## src/rtl/tsprbs_pkg.sv

```systemverilog
package tsprbs_pkg;
  localparam int PRBS_LEN = 15;
  localparam int TAP_A    = 14;  // b[n-15]
  localparam int TAP_B    = 13;  // b[n-14]

  typedef enum logic {
    RA_ENABLE = 1'b0,
    RA_ERRCNT = 1'b1
  } reg_addr_e;

  // Next reference bit from the history register (oldest bit at the top).
  function automatic logic prbs_next(input logic [PRBS_LEN-1:0] hist);
    return hist[TAP_A] ^ hist[TAP_B];
  endfunction
endpackage

```

## src/rtl/tsprbs_ref_gen.sv

```systemverilog
module tsprbs_ref_gen
  import tsprbs_pkg::*;
#(
  parameter int LOCK_RUN = 15
) (
  input  logic clk,
  input  logic rst_n,
  input  logic active,
  input  logic rx_bit,
  output logic err_pulse,
  output logic locked
);
  localparam int RUN_W = $clog2(LOCK_RUN + 1);

  logic [PRBS_LEN-1:0] hist_q;
  logic [RUN_W-1:0]    run_q;
  logic                locked_q, pred, match, run_done;

  assign pred      = prbs_next(hist_q);
  assign match     = (rx_bit == pred);
  assign run_done  = (run_q == RUN_W'(LOCK_RUN - 1));
  assign err_pulse = active && locked_q && !match;
  assign locked    = locked_q;

  always_ff @(posedge clk) begin
    if (!rst_n) begin
      hist_q   <= '0;
      run_q    <= '0;
      locked_q <= 1'b0;
    end else if (active) begin
      if (!locked_q) begin
        hist_q <= {hist_q[PRBS_LEN-2:0], rx_bit};
        if (match) begin
          run_q <= run_q + 1'b1;
          if (run_done) locked_q <= 1'b1;
        end else begin
          run_q <= '0;
        end
      end else begin
        hist_q <= {hist_q[PRBS_LEN-2:0], pred};
      end
    end
  end

  // skipped timeslots leave the reference untouched
  a_r3_frozen: assert property (@(posedge clk) disable iff (!rst_n)
    !active |=> $stable(hist_q) && $stable(locked_q));

  // lock only follows a matching active bit
  a_r7_lock_entry: assert property (@(posedge clk) disable iff (!rst_n)
    $rose(locked_q) |-> $past(active && match));

  a_r7_lock_sticky: assert property (@(posedge clk) disable iff (!rst_n)
    locked_q |=> locked_q);
endmodule

```

## config.mk

```make
export PLATFORM = sky130hd
export DESIGN_NAME = tsprbs_ref_gen
export DESIGN_NICKNAME = d
export VERILOG_FILES = /design/src/rtl/tsprbs_pkg.sv /design/src/rtl/tsprbs_ref_gen.sv
export SDC_FILE = /design/constraint.sdc
export NUM_CORES = 1
export LEC_CHECK = 0
export ABC_AREA = 0
export CORE_MARGIN = 2
export CORE_UTILIZATION = 43
export CTS_BUF_LIST = sky130_fd_sc_hd__clkbuf_4
export DETAILED_ROUTE_END_ITERATION = 10
export SLEW_MARGIN = 20
export SYNTH_ARGS = -nofsm -noshare
export SYNTH_HDL_FRONTEND = slang
export SYNTH_SLANG_ARGS = --single-unit
export TNS_END_PERCENT = 5
```

## constraint.sdc

```tcl
create_clock -name clk -period 1.75 [get_ports clk]
set_clock_uncertainty 0.15 [all_clocks]
set_input_delay 0.35 -clock clk [delete_from_list [all_inputs] [get_ports clk]]
set_output_delay 0.35 -clock clk [all_outputs]
set_load 0.01 [all_outputs]
```

==> reports/results.tsv <==
metric	value	unit
outcome	finished, final reports clean	
via_per_inst	4.64	
initial_utilization	44.3	%
worstMarginPinSlew	0.279	ns
cts_root_buffer	clkbuf_4	
clkPwrFrac	41.3	%
fp.dieH	48.3	µm
crit_fanout	2	
synth_area	842	µm²
r2r-start	hist_q[13]	
avgSynthCellArea	10.7	µm²
hold_violations	0	
gp_congestion	0.706	
drt_iter0_drc	2	
grt_pass1_vias	464	
critPathCaptureType	output pin	
htreeDepth	1	
grt_max_degree	21	
dp_hpwl	806	µm
clk_latency	0.30	ns
ant_nets	0	
first_pass_iters	2	
clk_pin_slew	0.11	ns
hp-class	reg -> reg	
hold_start	run_q[3]	
period_share	98.7	%
drive_above_1_share	18.3	%
crit_type	reg -> out	
grt_usage	12.9	%
ys_ff_latch	20	
dpl.cell_count	115	
post-route-util	53.6	%
min_period	1.73	ns
numClockSinks	20	
die_w	48.3	µm
synth_nets	85	
synthCells	79	
cts_max_path_buffers	2	
swShare	19.1	%
io_pins	6	
startpoint_type	flop	
antenna_found_initial	0	
arrival	1.23	ns
grt_pass1_wl	1960	µm
antennaDiodeCount	0	
drc	0	
p_seq_share	51.8	%
peakVddDrop	0.620	mV
p_comb_share	6.9	%
tritoncts	yes	
slew_headroom	81.4	%
p_int	0.728	mW
rows	16	
critPathRequiredTime	1.25	ns
finalPower	0.900	mW
setup_viol	0	
switchingPower	0.172	mW
overflow	0	
slew_viol_final	0	
stdcell_count	120	
areaGrowthSynthToFinish	21.1	%
drt_wl_total	1200	µm
power_density	883	nW/µm²
nets	100	
numCtsBuffers	3	
yosys_warnings	0	
crit_start	hist_q[13]	
coreArea	1900	µm²
vias	557	
max_freq	0.579	GHz
power_leakage	0.419	nW
seq_area_frac_synth	47.5	%
portBuffers	5	
avgRoutedWirePerCell	10.0	µm
die-area	2330	µm²
synth_cell_types	23	
rsz0062_at_grt	true	
maxCapViolCount	0	
[stage by stage]
stage	TNS, ns	hold WS (ns)	setup slack [ns]	instance area [µm²]
global route	-0.0456	0.372	-0.0456	1020
finish	0	0.349	0.0223	1020
detailed placement	-1.20	0.335	-0.491	965
global placement	-1.13	0.318	-0.483	965
CTS	0	0.352	0.00989	1010
floorplan	0	0.303	0.251	842
[Yosys cell counts (all sizes together)]
cell type  instances  area [µm²]
a211oi             1        7.51
a21oi              3        15.0
and2b              1        7.51
and4               1        8.76
buf                2        10.0
clkbuf             1        3.75
dfxtp             20         400
ha                 2        25.0
inv                1        3.75
mux2i             14         140
nand2              1        3.75
nand2b             1        6.26
nand3              1        5.00
nand3b             1        7.51
nor2               4        15.0
nor2b             16         100
o21a               1        7.51
o21ai              3        18.8
or3                1        6.26
xnor2              2        17.5
xnor3              1        23.8
xor2               1        8.76
[layout by cell type (no fill, tap or decap), types with 2 or more instances in the layout]
cell type         n
dfxtp_1          18
o21ai_0           2
ha_1              2
clkdlybuf4s50_1   2
clkbuf_4          3
xnor2_1           2
dfxtp_2           2
mux2i_1          14
buf_4             8
a21oi_1           3
nor2b_1          16
nor2_1            4
dlygate4sd2_1     2
[power groups by stage]
stage	sequential [mW]	combinational (mW)	clock, mW
after floorplan	0.476	0.0400	0
after global placement	0.477	0.0597	0
after detailed placement	0.477	0.0604	0
after CTS	0.467	0.0618	0.389
after global routing	0.468	0.0681	0.404
final	0.466	0.0621	0.371
[state kept, by name, summed over array words and instances, names as in the netlist]
register and flops:
locked 1, run_q 4, hist_q 15
[final timing paths]
| kind | to | slack [ns] | cells after the start |
|---|---|---|---|
| worst max register to register | run_q[0] | 0.25 | 5 |
| worst min-delay path | run_q[3] | 0.35 | 2 |
| worst max-delay path | err_pulse | 0.02 | 3 |
| worst min register to register | run_q[3] | 0.35 | 2 |
[final cells by class]
class | instances | area, µm²
Tap cell | 27 | 33.8
Multi-Input combinational cell | 55 | 424
Clock inverter | 1 | 30.0
Fill cell | 178 | 882
Timing Repair Buffer | 13 | 103
Sequential cell | 20 | 403
Inverter | 1 | 3.75
Clock buffer | 3 | 22.5
[critical path, cell delays in order (launching register included)]
cell	delay, ns
dfxtp_2	0.35
xnor3_2	0.36
nor2_1	0.09
buf_2	0.13
[cell families (layout without fill, tap and decap cells)]
kind of cell             Yosys count  count (layout)  share of synthesized area (%)
buffers and inverters              4              18                           2.08
adder cells (fa/ha/maj)            2               2                           2.97
AND/OR/NAND/NOR                   27              27                           19.0
flip-flops                        20              20                           47.5
XOR/XNOR                           4               4                           5.94
multiplexers                      14              14                           16.6
AO/OA/AOI/OAI                      8               8                           5.80
[repair_timing]
action,4_1_cts,5_1_grt
endpoints found under the hold margin,0,0
endpoints found under the setup margin,2,1
pin swaps,2,1
buffers inserted,0,1
resized for setup,7,1
hold buffers,0,0
[layer usage]
metal / vias to the layer above / global-route usage (%) / share of wire (%) / wire, µm
met2: 7 / 18.9 / 47 / 566
met3: 2 / 7.78 / 5.7 / 68
li1: 294 / - / - / -
met5: - / 0 / 0 / 0
met1: 254 / 15.3 / 46 / 553
met4: 0 / 4.86 / 1.2 / 15
Note: power is estimated with default switching activity, not from simulation.
